## config.mk

```make
export PLATFORM = sky130hd
export DESIGN_NAME = l1_irq_agg
export DESIGN_NICKNAME = d
export VERILOG_FILES = /design/src/rtl/l1_agg_pkg.sv /design/src/rtl/l1_sync.sv /design/src/rtl/l1_bank.sv /design/src/rtl/l1_irq_agg.sv
export SDC_FILE = /design/constraint.sdc
export NUM_CORES = 1
export LEC_CHECK = 0
export ABC_AREA = 0
export BUFFER_PORTS_ARGS = -buffer_cell sky130_fd_sc_hd__clkbuf_2
export CAP_MARGIN = 10
export CORE_ASPECT_RATIO = 0.5
export CORE_UTILIZATION = 57
export DETAILED_ROUTE_END_ITERATION = 10
export PLACE_DENSITY = 0.79
export SLEW_MARGIN = 20
export SYNTH_ARGS = -nofsm -noshare
export SYNTH_HDL_FRONTEND = slang
export SYNTH_SLANG_ARGS = --single-unit
```

## constraint.sdc

```tcl
create_clock -name clk_i -period 2 [get_ports clk_i]
set_clock_uncertainty 0.1 [all_clocks]
set_input_delay 0.2 -clock clk_i [delete_from_list [all_inputs] [get_ports clk_i]]
set_output_delay 0.2 -clock clk_i [all_outputs]
set_load 0.05 [all_outputs]
```

## src/rtl/l1_agg_pkg.sv

```systemverilog
package l1_agg_pkg;
  parameter int unsigned WORD_W = 32;
  typedef logic [WORD_W-1:0] word_t;
endpackage

```

## src/rtl/l1_sync.sv

```systemverilog
module l1_sync #(
  parameter int unsigned WIDTH = 32
) (
  input  logic             clk_i,
  input  logic             rst_ni,
  input  logic [WIDTH-1:0] d_i,
  output logic [WIDTH-1:0] q_o
);
  logic [WIDTH-1:0] meta_q, sync_q;

  always_ff @(posedge clk_i or negedge rst_ni) begin
    if (!rst_ni) begin
      meta_q <= '0;
      sync_q <= '0;
    end else begin
      meta_q <= d_i;
      sync_q <= meta_q;
    end
  end

  assign q_o = sync_q;
endmodule

```

## src/rtl/l1_bank.sv

```systemverilog
module l1_bank
  import l1_agg_pkg::*;
#(
  parameter int unsigned NUM_SRC = 64,
  localparam int unsigned NW    = NUM_SRC / WORD_W,
  localparam int unsigned OFF_W = $clog2(2 * NW)
) (
  input  logic               clk_i,
  input  logic               rst_ni,
  input  logic [NUM_SRC-1:0] level_i,
  input  logic               we_i,
  input  logic [OFF_W-1:0]   off_i,
  input  word_t              wdata_i,
  output word_t              rdata_o,
  output logic               irq_o
);
  logic [NUM_SRC-1:0] en_q;
  logic [NUM_SRC-1:0] pend;
  logic               irq_q;

  assign pend = level_i & en_q;

  for (genvar k = 0; k < NW; k++) begin : g_en
    always_ff @(posedge clk_i or negedge rst_ni) begin
      if (!rst_ni)                             en_q[k*WORD_W +: WORD_W] <= '0;
      else if (we_i && off_i == OFF_W'(k))     en_q[k*WORD_W +: WORD_W] <= wdata_i;
    end
  end

  always_comb begin
    rdata_o = '0;
    for (int k = 0; k < NW; k++) begin
      if (off_i == OFF_W'(k))      rdata_o = en_q[k*WORD_W +: WORD_W];
      if (off_i == OFF_W'(NW + k)) rdata_o = pend[k*WORD_W +: WORD_W];
    end
  end

  always_ff @(posedge clk_i or negedge rst_ni) begin
    if (!rst_ni) irq_q <= 1'b0;
    else         irq_q <= |pend;
  end

  assign irq_o = irq_q;

  a_r2_enable_write: assert property (@(posedge clk_i) disable iff (!rst_ni)
    (we_i && int'(off_i) < NW) |=> en_q[WORD_W*int'($past(off_i)) +: WORD_W] == $past(wdata_i));

  a_r4_status_write_ignored: assert property (@(posedge clk_i) disable iff (!rst_ni)
    (we_i && int'(off_i) >= NW) |=> $stable(en_q));

  a_r5_irq_needs_level: assert property (@(posedge clk_i) disable iff (!rst_ni)
    $rose(irq_o) |-> $past(|level_i));

  a_r5_irq_needs_enable: assert property (@(posedge clk_i) disable iff (!rst_ni)
    $rose(irq_o) |-> $past(|en_q));
endmodule

```

## src/rtl/l1_irq_agg.sv

```systemverilog
module l1_irq_agg
  import l1_agg_pkg::*;
#(
  parameter int unsigned NUM_SRC = 64,
  parameter int unsigned NUM_CPU = 2,
  parameter int unsigned ADDR_W  = 4,
  localparam int unsigned NW     = NUM_SRC / WORD_W,
  localparam int unsigned OFF_W  = $clog2(2 * NW),
  localparam int unsigned BSEL_W = ADDR_W - OFF_W,
  localparam int unsigned MAPPED = NUM_CPU * 2 * NW
) (
  input  logic               clk_i,
  input  logic               rst_ni,
  input  logic [NUM_SRC-1:0] irq_i,
  input  logic [ADDR_W-1:0]  addr_i,
  input  logic               we_i,
  input  logic [31:0]        wdata_i,
  output logic [31:0]        rdata_o,
  output logic [NUM_CPU-1:0] irq_o
);
  logic [NUM_SRC-1:0] level;
  logic [BSEL_W-1:0]  bank_sel;
  logic [OFF_W-1:0]   off;
  logic [NUM_CPU-1:0] bank_we;
  word_t              bank_rd [NUM_CPU];

  assign bank_sel = addr_i[ADDR_W-1:OFF_W];
  assign off      = addr_i[OFF_W-1:0];

  l1_sync #(.WIDTH(NUM_SRC)) u_sync (
    .clk_i  (clk_i),
    .rst_ni (rst_ni),
    .d_i    (irq_i),
    .q_o    (level)
  );

  for (genvar c = 0; c < NUM_CPU; c++) begin : g_bank
    assign bank_we[c] = we_i && (bank_sel == BSEL_W'(c));

    l1_bank #(.NUM_SRC(NUM_SRC)) u_bank (
      .clk_i   (clk_i),
      .rst_ni  (rst_ni),
      .level_i (level),
      .we_i    (bank_we[c]),
      .off_i   (off),
      .wdata_i (wdata_i),
      .rdata_o (bank_rd[c]),
      .irq_o   (irq_o[c])
    );
  end

  always_comb begin
    rdata_o = '0;
    for (int c = 0; c < NUM_CPU; c++)
      if (bank_sel == BSEL_W'(c)) rdata_o = bank_rd[c];
  end

  a_r6_single_bank_write: assert property (@(posedge clk_i) disable iff (!rst_ni)
    $onehot0(bank_we));

  a_r7_unmapped_reads_zero: assert property (@(posedge clk_i) disable iff (!rst_ni)
    (int'(addr_i) >= MAPPED) |-> rdata_o == '0);

  a_r7_unmapped_no_write: assert property (@(posedge clk_i) disable iff (!rst_ni)
    (we_i && int'(addr_i) >= MAPPED) |-> bank_we == '0);
endmodule

```

# After elaboration in Yosys (flattened, before gate mapping)
# Index checks and enable logic that the tools add are counted.
[totals]
output_inout_bits = 34
inputBits = 103
register_bits = 258
[classes]
eq_ne = 4
bitwise_logic = 2
reduce_logical = 10
muxes = 10
[ops]
columns = ["cell", "n"]
rows = [
  ["two-way mux 32 bit", 10],
  ["bitwise AND 64 bit", 2],
  ["OR reduction 64 bit", 2],
  ["logical AND 1 bit", 6],
  ["== test 2 x 1 -> 1 bit (second input constant)", 2],
  ["== test 2 bit (second input constant)", 2],
  ["zero test 2 bit", 2],
]

# Depth between registers and ports, before layout
# Gate-level depths: netlist (run 1).
[logic_depth]
word_depth = 7
depth_mapped = 5
depth_no_buf = 4

# Hierarchy
# Synthesis (run 1) repeated with hierarchy kept, for this count alone.
[unflattened]
cells_unflattened = 772
area_unflattened_um2 = 10535.1
[by_module_without_submodules]
columns = ["mod", "instances", "cells_each", "area_per_inst_um2", "seq_area_each_um2"]
rows = [
  ["l1_bank", 2, 285, 3393.3, 1626.6],
  ["l1_sync", 1, 128, 3203.1, 3203.1],
  ["l1_irq_agg", 1, 74, 545.5, 0.0],
]

# Least setup slack after synthesis (run 1)
# OpenSTA, ideal clock, no wires.
[synth_path]
kind = "input to output"
from = "in addr_i[2]"
to = "out rdata_o[10]"
required_ps = 1700
arrival_time_ps = 1626
slack_ps = 74
path_stages = 5
cell_sequence = "buf_4 -> buf_4 -> mux2i_1 -> o32ai_1 -> nor2b_1"
[synth_between]
elab_chain_cells = 3
[synth_lines]
columns = ["element", "line_no", "text"]
rows = [
  ["start, declared", "l1_irq_agg.sv:15", "input logic [ADDR_W-1:0] addr_i,"],
  ["zero test 2 bit", "l1_irq_agg.sv:55", "if (bank_sel == BSEL_W'(c)) rdata_o = bank_rd[c];"],
  ["two-way mux 32 bit", "l1_irq_agg.sv:55", ""],
  ["two-way mux 32 bit *", "l1_irq_agg.sv:55", ""],
  ["end, declared", "l1_irq_agg.sv:18", "output logic [31:0] rdata_o,"],
]
# Mark *: on every way between the ends. The rest lies on a longest branch, timed or not.

# Worst setup path in the final report (run 1)
[layout_path]
from = "reg g_bank[0].u_bank.en_q[22]"
to = "out rdata_o[22]"
[layout_between]
elab_chain_cells = 6
[layout_lines]
columns = ["element", "line_no", "text"]
rows = [
  ["start, declared", "l1_bank.sv:17", "logic [NUM_SRC-1:0] en_q;"],
  ["start signal, assigned by index", "l1_bank.sv:26", "else if (we_i && off_i == OFF_W'(k)) en_q[k*WORD_W +: WORD_W] <= wdata_i;"],
  ["two-way mux 32 bit / bitwise AND 64 bit (equally long branches)", "l1_bank.sv:33, l1_bank.sv:21", ""],
  ["two-way mux 32 bit *", "l1_bank.sv:34", "if (off_i == OFF_W'(NW + k)) rdata_o = pend[k*WORD_W +: WORD_W];"],
  ["two-way mux 32 bit *", "l1_bank.sv:33", "if (off_i == OFF_W'(k)) rdata_o = en_q[k*WORD_W +: WORD_W];"],
  ["two-way mux 32 bit *", "l1_bank.sv:34", ""],
  ["two-way mux 32 bit * (2 in a row)", "l1_irq_agg.sv:55", ""],
]
# Marks and branches as above.

==> results of run 1 <==
-- state kept, by name (all words and copies together), names as in the netlist --
name and cells:
u_sync.meta_q 64, g_bank.u_bank.irq_o 2, u_sync.q_o 64, g_bank.u_bank.en_q 128
-- power by group through the flow --
stage,clock [mW],combinational [mW],sequential [mW]
after detailed placement,0,2.32,6.74
after CTS,4.71,2.76,6.63
final,4.70,2.98,6.69
after floorplan,0,1.56,6.42
after global placement,0,2.27,6.71
after global routing,4.92,3.15,6.75
-- layout make-up --
| cell class | count | area share [%] |
|---|---|---|
| antenna | 1 | 0.0180 |
| multi-input combinational | 398 | 27.1 |
| clock inverter | 9 | 1.15 |
| clock buffer | 31 | 4.57 |
| timing repair buffer | 297 | 18.6 |
| inverter | 1 | 0.0270 |
| sequential | 258 | 46.5 |
| tap | 234 | 2.11 |
-- metal layers --
| layer | part of all wire [%] | up-vias |
|---|---|---|
| met3 | 9.9 | 57 |
| met5 | 0.16 | - |
| met1 | 43 | 3940 |
| li1 | - | 3170 |
| met4 | 1.7 | 2 |
| met2 | 45 | 390 |
-- cells by family after synthesis --
| group | Yosys count |
|---|---|
| AOI/OAI and AO/OA | 127 |
| buffers and inverters | 38 |
| DFF | 258 |
| muxes | 192 |
| and+or+nand+nor | 79 |
-- worst max-delay path, cell delays in order (launching register included) --
cell,delay (ps)
dfrtp_1,410
buf_6,130
mux2i_2,60
o32ai_2,360
nor2b_4,230
buf_8,150
-- cell usage after synthesis (2+ instances only) --
cell	instances
dfrtp_1	258
mux2_2	126
mux2i_1	63
a221oi_1	32
a22o_1	32
nor2_1	32
o21ai_0	31
nor2b_1	30
o32ai_1	30
clkbuf_1	14
buf_2	10
buf_4	10
nand4_1	8
buf_6	3
mux2_1	2
or4_1	2
-- cell usage in the layout, fill, tap and decap left out, types with 10 or more instances in the layout --
master,instances
buf_6,10
o21ai_0,21
nor2_1,31
dfrtp_1,252
mux2_2,126
clkbuf_16,23
mux2i_1,60
a221oi_1,24
buf_8,10
o32ai_1,12
buf_4,52
buf_12,14
clkbuf_8,15
a22o_1,32
dlygate4sd3_1,97
clkbuf_2,102
o32ai_2,18
nor2b_1,19
-- worst paths after layout --
kind | endpoint | slack [ps] | cells past startpoint
max | rdata_o[22] | -150 | 5
min | g_bank[0].u_bank.en_q[27] | 90 | 2
max reg2reg | g_bank[1].u_bank.irq_o | 10 | 4
min reg2reg | u_sync.q_o[10] | 240 | 0
max in group asynchronous | g_bank[0].u_bank.en_q[3] | 970 | 3
min in group clk_i | u_sync.meta_q[34] | 230 | 2
-- what timing repair did --
item	4_1_cts	5_1_grt
hold endpoints to repair	450	0
setup buffers	9	9
resized for setup	87	60
hold buffers	97	0
gates cloned	0	0
endpoints found under the setup margin	29	34
pin swaps	4	5
-- metrics by stage --
step                      TNS, ps  utilization (%)  hold WS (ps)
after floorplan                 0                -          -196
after global placement          0             65.9          26.9
after detailed placement        0             65.9          31.3
after CTS                    -124             78.4          96.8
after global routing        -1500             79.7           141
final                        -369             79.7          85.9
==> results.sh, run 1 <==
export IMPL_max_freq_ghz=0.464
export IMPL_antenna_found_initial=0
export IMPL_netlist_instances=694
export IMPL_gp_routability_congestion=0.885
export IMPL_cap_violations=0
export IMPL_dp_slack_ps=49.3
export IMPL_hold_class="input pin to asynchronous set/reset pin"
export IMPL_relSlewSlack_pct=65.4
export IMPL_grt_use_total_pct=33.4
export IMPL_clockPowerShare_pct=32.7
export IMPL_top_usage_layer="met2"
export IMPL_drtIter0Drc=817
export IMPL_via_per_inst=6.15
export IMPL_regArea_mm2=0.00646
export IMPL_postRouteAntennaNets=0
export IMPL_synth_cell_types=27
export IMPL_ys_seq_area_share_pct=63.3
export IMPL_synth_seq_cells=258
export IMPL_firstDrtPassIters=5
export IMPL_r2r_start="u_sync.q_o[60]"
export IMPL_worstPathMaxFanout=2
export IMPL_worst_slew_pin_slew_ps=519
export IMPL_cts_sinks=258
export IMPL_power_mw=14.4
export IMPL_swShare_pct=28.2
export IMPL_initial_core_util_pct=58.5
export IMPL_portBuffers=136
export IMPL_fin_area_mm2=0.0139
export IMPL_synth_compound_area_share_pct=9.74
export IMPL_path_clk_slew_ps=70
export IMPL_gr_usage_met1_pct=49.3
export IMPL_post_route_min_period_ps=2150
export IMPL_setup_violations=12
export IMPL_vias=7559
export IMPL_wl_um=30700
export IMPL_worst_slack_ps=-153
export IMPL_clock_path_buffers=3
export IMPL_first_global_vias=7363
export IMPL_arrival_ps=1850
export IMPL_vdd_drop_max_mv=0.732
export IMPL_seq_power_share_pct=46.6
export IMPL_synth_xor_area_share_pct=0
export IMPL_die_area_mm2=0.0185
export IMPL_fin_crit_sh_pct=108
export IMPL_leakagePower_nw=6.27
export IMPL_syn_avg_cell_area_um2=14.7
export IMPL_place_hpwl_um=20100
export IMPL_synth_edf_count=0
export IMPL_multiInputGateArea_mm2=0.00377
export IMPL_cts_tree="built"
export IMPL_yosys_area_share_adder_pct=0
export IMPL_gr_total_overflow=0
export IMPL_synth_largest_area_cell="dfrtp_1"
export IMPL_htree_levels=1
export IMPL_powerDensity_mw_per_mm2=1030
export IMPL_layout_drive_gt1_share_pct=41.8
export IMPL_hold_viol=0
export IMPL_synthToLayoutAreaGrowth_pct=36.4
export IMPL_combPwrFrac_pct=20.7
export IMPL_crit_path_end_kind="output pin"
export IMPL_synth_ff_type="dfrtp_1"
export IMPL_synth_top_area_share_pct=63.3
export IMPL_nFillCells=1046
export IMPL_synth_mux_area_share_pct=20.5
export IMPL_wl_per_cell_um=25.0
export IMPL_grt_setup_unrepaired="yes"
export IMPL_numCtsBuffers=22
export IMPL_final_max_slew_viol_count=0
export IMPL_crit_type="register to output pin"
export IMPL_grt_max_degree=65
export IMPL_synthArstFlopShare_pct=100
export IMPL_synth_simple_area_share_pct=4.28
export IMPL_violations="negative setup slack"
export IMPL_insertion_delay_ps=510
export IMPL_grtUsageMet2_pct=50.5
export IMPL_start_kind="register"
export IMPL_synth_area_mm2=0.0102
export IMPL_synth_area_leaders="dfrtp_1 (63%), mux2_2 (14%), mux2i_1 (6.2%)"
export IMPL_drcViolationCount=0
export IMPL_final_cells=1229
export IMPL_grt_use_met3_pct=8.27
export IMPL_worstPathRequired_ps=1700
export IMPL_dp_cells=1074
export IMPL_placed_area_mm2=0.0115
export IMPL_ys_warn_count=0
export IMPL_crit_start="g_bank[0].u_bank.en_q[22]"
export IMPL_outcome="finished, violations left"
export IMPL_rows=34
export IMPL_syn_nets=797
export IMPL_p_int_mw=10.3
export IMPL_synth_top_family_by_area="multiplexers"
export IMPL_layout_nets=1081
export IMPL_ios=137
export IMPL_p_sw_mw=4.06
export IMPL_core_area_mm2=0.0174
export IMPL_clock_root_buffer="clkbuf_16"
export IMPL_die_w_um=191
export IMPL_fp_dieH_um=96.6
export IMPL_grt_pass1_wl_um=44600
Power figures use the tool's default switching activity.
==> run 2, diff against run 1 <==
--- a/config.mk
+++ b/config.mk
@@ -9,10 +9,12 @@
 export BUFFER_PORTS_ARGS = -buffer_cell sky130_fd_sc_hd__clkbuf_2
 export CAP_MARGIN = 10
 export CORE_ASPECT_RATIO = 0.5
-export CORE_UTILIZATION = 57
+export CORE_UTILIZATION = 58
 export DETAILED_ROUTE_END_ITERATION = 10
-export PLACE_DENSITY = 0.79
+export PLACE_DENSITY = 0.8
+export RECOVER_POWER = 25
 export SLEW_MARGIN = 20
 export SYNTH_ARGS = -nofsm -noshare
 export SYNTH_HDL_FRONTEND = slang
+export SYNTH_HIERARCHICAL = 1
 export SYNTH_SLANG_ARGS = --single-unit
==> results.sh, run 2 <==
export IMPL_core_area_mm2=0.0176
export IMPL_layout_drive_gt1_share_pct=32.5
export IMPL_grt_pass1_wl_um=46300
export IMPL_hold_class="input pin to register"
export IMPL_regArea_mm2=0.00647
export IMPL_combPwrFrac_pct=21.1
export IMPL_rr_worst_depth=5
export IMPL_cts_tree="built"
export IMPL_initial_core_util_pct=60.0
export IMPL_wl_per_cell_um=23.6
export IMPL_powerDensity_mw_per_mm2=990
export IMPL_final_max_slew_viol_count=0
export IMPL_clockPowerShare_pct=31.0
export IMPL_synth_area_mm2=0.0105
export IMPL_drtIter0Drc=856
export IMPL_max_stage_delay_ps=420
export IMPL_worstPathRequired_ps=1700
export IMPL_worst_slew_pin_slew_ps=1070
export IMPL_grt_max_degree=70
export IMPL_relSlewSlack_pct=28.9
export IMPL_synth_cell_types=23
export IMPL_syn_nets=875
export IMPL_clock_path_buffers=3
export IMPL_antenna_found_initial=1
export IMPL_synth_seq_cells=258
export IMPL_path_clk_slew_ps=70
export IMPL_synth_edf_count=0
export IMPL_drcViolationCount=12
export IMPL_swShare_pct=29.0
export IMPL_largest_reg_flops=128
export IMPL_ys_warn_count=6
export IMPL_die_area_mm2=0.0187
export IMPL_synthArstFlopShare_pct=100
export IMPL_htree_levels=1
export IMPL_fin_util_pct=80.1
export IMPL_max_freq_ghz=0.443
export IMPL_vdd_drop_max_mv=0.783
export IMPL_grt_setup_unrepaired="yes"
export IMPL_rows=34
export IMPL_cts_sinks=258
export IMPL_start_kind="register"
export IMPL_synthToLayoutAreaGrowth_pct=33.6
export IMPL_finalSetupTns_ps=-1210
export IMPL_layout_commonest_cell="dfrtp_1"
export IMPL_arrival_ps=1960
export IMPL_synth_largest_area_cell="dfrtp_1"
export IMPL_multiInputGateArea_mm2=0.00386
export IMPL_crit_slowest_cell="dfrtp_1"
export IMPL_synth_common_cells="dfrtp_1 (258), o21ai_0 (118), mux2_2 (68)"
export IMPL_die_w_um=193
export IMPL_leakagePower_nw=6.14
export IMPL_numCtsBuffers=22
export IMPL_seq_power_share_pct=47.9
export IMPL_first_global_vias=8307
export IMPL_post_route_min_period_ps=2260
export IMPL_gp_routability_congestion=0.872
export IMPL_cap_violations=0
export IMPL_ios=137
export IMPL_holdWs_ps=224
export IMPL_synth_area_leaders="dfrtp_1 (61%), mux2_2 (7.3%), mux2_1 (6.4%)"
export IMPL_gr_total_overflow=0
export IMPL_vias=8115
export IMPL_wl_um=30500
export IMPL_synth_most_common_cell="dfrtp_1"
export IMPL_place_hpwl_um=19100
export IMPL_fin_crit_sh_pct=113
export IMPL_power_mw=13.9
export IMPL_layout_nets=1146
export IMPL_syn_avg_cell_area_um2=13.6
export IMPL_final_cells=1291
export IMPL_antenna_cells=0
export IMPL_grt_use_total_pct=32.9
export IMPL_path_buf_inv=2
export IMPL_crit_family="flip-flops"
export IMPL_fp_dieH_um=97.3
export IMPL_nFillCells=973
export IMPL_ys_seq_area_share_pct=61.3
export IMPL_regMostFlops="g_bank.u_bank/en_q"
export IMPL_postRouteAntennaNets=0
export IMPL_worstPathMaxFanout=3
export IMPL_worst_slack_ps=-255
export IMPL_dp_cells=1132
export IMPL_rrSetupSlack_ps=-60
export IMPL_clock_root_buffer="clkbuf_16"
export IMPL_synth_top_area_share_pct=61.3
export IMPL_mostFrequentLayoutCells="dfrtp_1 (244), clkbuf_2 (99), dlygate4sd3_1 (97)"
export IMPL_worstHoldPathCells=4
export IMPL_p_sw_mw=4.05
export IMPL_crit_type="register to output pin"
export IMPL_synth_ff_type="dfrtp_1"
export IMPL_path_cells="buf_6 > o211ai_1 > o21ai_1 > mux2i_1 > nor2_2 > buf_12"
export IMPL_cp_depth=6
export IMPL_portBuffers=136
export IMPL_crit_path_end_kind="output pin"
export IMPL_insertion_delay_ps=520
export IMPL_firstDrtPassIters=8
export IMPL_setup_violations=18
export IMPL_p_int_mw=9.89
export IMPL_via_per_inst=6.29
export IMPL_outcome="finished, violations left"
export IMPL_violations="design-rule violations, negative setup slack"
export IMPL_netlist_instances=772
export IMPL_hold_viol=0
[run 2: cell types whose count changed in the layout (fill, tap and decap cells not counted), moves of 19 or more]
cell / previous run / this run
mux2_1: 2 / 60
buf_12: 14 / 41
o211ai_1: 0 / 64
nor2b_1: 19 / 0
o21ai_1: 9 / 45
o21ai_0: 21 / 80
mux2_2: 126 / 68
mux2i_1: 60 / 32
[run 2: cell families after synthesis]
kind of cell / count (synthesis) / synth area share [%]
muxes: 160 / 16.7
and+or+nand+nor: 48 / 2.36
DFF: 258 / 61.3
AOI/OAI and AO/OA: 256 / 16.9
buffers and inverters: 50 / 2.72
[run 2: worst reg2reg max path, cell delays in order (launching register included)]
cell and delay [ps]:
dfrtp_1 420, buf_4 160, a22o_1 220, a221oi_2 340, nand4_1 160, or4_1 520
[run 2: metal layers]
layer  vias to the layer above  routed length [µm]  track usage (%)
met5                         -                  13                0
met4                         2                 731             9.33
met3                        80                2890             7.84
met2                       466               14400             51.2
met1                      4107               12400             46.4
li1                       3460                   -                -
[run 2: timing repair]
item                                   in CTS  in global routing
hold buffers                               97                  0
endpoints found under the hold margin     302                  0
cloned                                      0                  0
pin swaps                                   8                 18
setup endpoints to repair                  20                 34
resized for setup                          38                 34
setup buffers                              14                 10
[run 2: power groups by stage]
stage	registers (mW)	clock network (mW)	logic, mW
after floorplan	6.45	0	1.56
after global placement	6.65	0	2.50
after detailed placement	6.70	0	2.59
after CTS	6.61	4.34	2.82
after global routing	6.74	4.57	3.11
final	6.68	4.32	2.94
[run 2: area by class of cell]
cell class,count,area share (%)
Inverter,2,0.0533
Timing Repair Buffer,295,19.3
Multi-Input combinational cell,464,27.4
Clock buffer,30,4.42
Sequential cell,258,46.0
Clock inverter,8,0.658
Tap cell,234,2.08
[run 2: worst paths after layout]
kind / from / to
min in group asynchronous: rst_ni / u_sync/q_o[59]
min reg2reg: u_sync/meta_q[45] / u_sync/q_o[45]
max: u_sync/q_o[47] / rdata_o[15]
max reg2reg: u_sync/q_o[37] / g_bank[0].u_bank/irq_o
min: addr_i[1] / g_bank[0].u_bank/en_q[13]
max in group asynchronous: rst_ni / u_sync/q_o[61]
[run 2: stage by stage]
step | area (µm²) | setup slack [ps]
finish | 14100 | -255
detailed placement | 12100 | 45.2
global placement | 12100 | 43.7
global route | 14100 | -314
floorplan | 10500 | 80.1
CTS | 14000 | -215
==> run 3, diff against run 2 <==
--- a/config.mk
+++ b/config.mk
@@ -11,9 +11,11 @@
 export CORE_ASPECT_RATIO = 0.5
 export CORE_UTILIZATION = 58
 export DETAILED_ROUTE_END_ITERATION = 10
+export GPL_ROUTABILITY_DRIVEN = 0
 export PLACE_DENSITY = 0.8
 export RECOVER_POWER = 25
-export SLEW_MARGIN = 20
+export REMOVE_ABC_BUFFERS = 1
+export SLEW_MARGIN = 5
 export SYNTH_ARGS = -nofsm -noshare
 export SYNTH_HDL_FRONTEND = slang
 export SYNTH_HIERARCHICAL = 1
==> results.sh, run 3 (synthesis results as in run 2) <==
export IMPL_drtIter0Drc=744
export IMPL_worstPathRequired_ps=1700
export IMPL_worst_slack_ps=-178
export IMPL_layout_commonest_cell="dfrtp_1"
export IMPL_regArea_mm2=0.00647
export IMPL_outcome="finished, violations left"
export IMPL_cts_tree="built"
export IMPL_grt_max_degree=68
export IMPL_arrival_ps=1880
export IMPL_nFillCells=927
export IMPL_cts_sinks=258
export IMPL_cp_endpoint="rdata_o[11]"
export IMPL_wl_um=31000
export IMPL_path_clk_slew_ps=70
export IMPL_worst_slew_pin_slew_ps=1590
export IMPL_power_mw=14.3
export IMPL_fin_crit_sh_pct=109
export IMPL_rrSetupSlack_ps=-10
export IMPL_rr_worst_depth=5
export IMPL_synthToLayoutAreaGrowth_pct=33.3
export IMPL_drcViolationCount=5
export IMPL_place_hpwl_um=18100
export IMPL_fin_util_pct=79.9
export IMPL_die_w_um=193
export IMPL_initial_core_util_pct=60.0
export IMPL_multiInputGateArea_mm2=0.00384
export IMPL_powerDensity_mw_per_mm2=1020
export IMPL_violations="design-rule violations, max-capacitance violations, max-slew violations, negative setup slack"
export IMPL_ios=137
export IMPL_worstHoldPathCells=2
export IMPL_firstDrtPassIters=11
export IMPL_insertion_delay_ps=520
export IMPL_setup_violations=20
export IMPL_portBuffers=136
export IMPL_crit_path_end_kind="output pin"
export IMPL_finalSetupTns_ps=-1610
export IMPL_via_per_inst=6.48
export IMPL_clock_path_buffers=3
export IMPL_numCtsBuffers=23
export IMPL_grt_use_total_pct=34.0
export IMPL_antenna_found_initial=0
export IMPL_cap_violations=1
export IMPL_timing_rr_end="g_bank[1].u_bank/irq_o"
export IMPL_worstPathMaxFanout=3
export IMPL_crit_start="u_sync/q_o[43]"
export IMPL_vdd_drop_max_mv=0.894
export IMPL_layout_drive_gt1_share_pct=30.7
export IMPL_crit_type="register to output pin"
export IMPL_post_route_min_period_ps=2180
export IMPL_layout_nets=1132
export IMPL_r2r_start="u_sync/q_o[38]"
export IMPL_fp_dieH_um=97.3
export IMPL_die_area_mm2=0.0187
export IMPL_start_kind="register"
export IMPL_relSlewSlack_pct=-5.86
export IMPL_hold_class="input pin to register"
export IMPL_vias=8298
export IMPL_first_global_vias=8599
export IMPL_core_area_mm2=0.0176
export IMPL_grt_pass1_wl_um=48000
export IMPL_max_freq_ghz=0.459
export IMPL_antenna_cells=0
export IMPL_grt_setup_unrepaired="yes"
export IMPL_leakagePower_nw=6.14
export IMPL_largest_reg_flops=128
export IMPL_wl_per_cell_um=24.2
export IMPL_mostFrequentLayoutCells="dfrtp_1 (250), clkbuf_2 (98), dlygate4sd3_1 (97)"
export IMPL_postRouteAntennaNets=0
export IMPL_rows=34
export IMPL_hold_viol=0
export IMPL_clock_root_buffer="clkbuf_16"
export IMPL_htree_levels=1
export IMPL_final_max_slew_viol_count=28
export IMPL_gr_total_overflow=0
export IMPL_regMostFlops="g_bank.u_bank/en_q"
[run 3: changes by cell type in the layout (fill, tap and decap cells not counted), sizes merged]
cell,previous run,this run
clkbuf,133,132
clkinv,5,6
clkinvlp,1,0
buf,95,80
dlymetal6s2s,0,1
bufinv,2,4
inv,2,4
[run 3: worst min path at each step]
stage / endpoint / startpoint / slack (ps)
after detailed placement: u_sync/meta_q[30] / rst_ni / -20
after floorplan: g_bank[0].u_bank/en_q[0] / rst_ni / -200
after global routing: u_sync/meta_q[43] / irq_i[43] / 220
after CTS: g_bank[0].u_bank/en_q[30] / rst_ni / 30
final: u_sync/meta_q[43] / irq_i[43] / 220
after global placement: u_sync/meta_q[30] / rst_ni / -30
[run 3: power by group]
part           switching (mW)  leakage [nW]  internal, mW
combinational            1.45          2.67          1.43
clock                    1.97         0.400          2.77
sequential              0.714          3.07          5.96
[run 3: area by class of cell]
class	count	share of cell area, %
repair buffers	280	18.8
clock inverters	12	1.21
inverters	2	0.0534
well taps	234	2.08
multi-input cells	464	27.3
flip-flops and latches	258	46.0
clock buffers	30	4.50
[run 3: repair_timing]
action / in CTS / in global routing
endpoints found under the setup margin: 18 / 32
hold buffers: 97 / 0
endpoints found under the hold margin: 450 / 0
pin swaps: 8 / 12
resized for setup: 22 / 30
setup buffers: 14 / 5
[run 3: critical path: stages, from the launching register on]
cell and delay [ps]:
dfrtp_1 420, o211ai_1 320, o21ai_1 130, mux2i_1 220, nor2_1 110, buf_12 170
[run 3: layer usage]
metal | GRT usage, % | wire (µm)
met5 | 0 | 0
met4 | 14.8 | 1310
met3 | 7.73 | 2790
met2 | 54.0 | 14800
met1 | 45.0 | 12100
[run 3: per-stage QoR]
stage	setup slack, ps	std cells	hold WS [ps]	area, µm²
3_5_place_dp	129	1122	-17.2	12100
2_1_floorplan	-902	724	-196	10300
5_1_grt	-215	1280	216	14000
3_3_place_gp	134	1122	-25.8	12100
4_1_cts	-55.3	1275	33.2	14000
6_report	-178	1280	220	14000
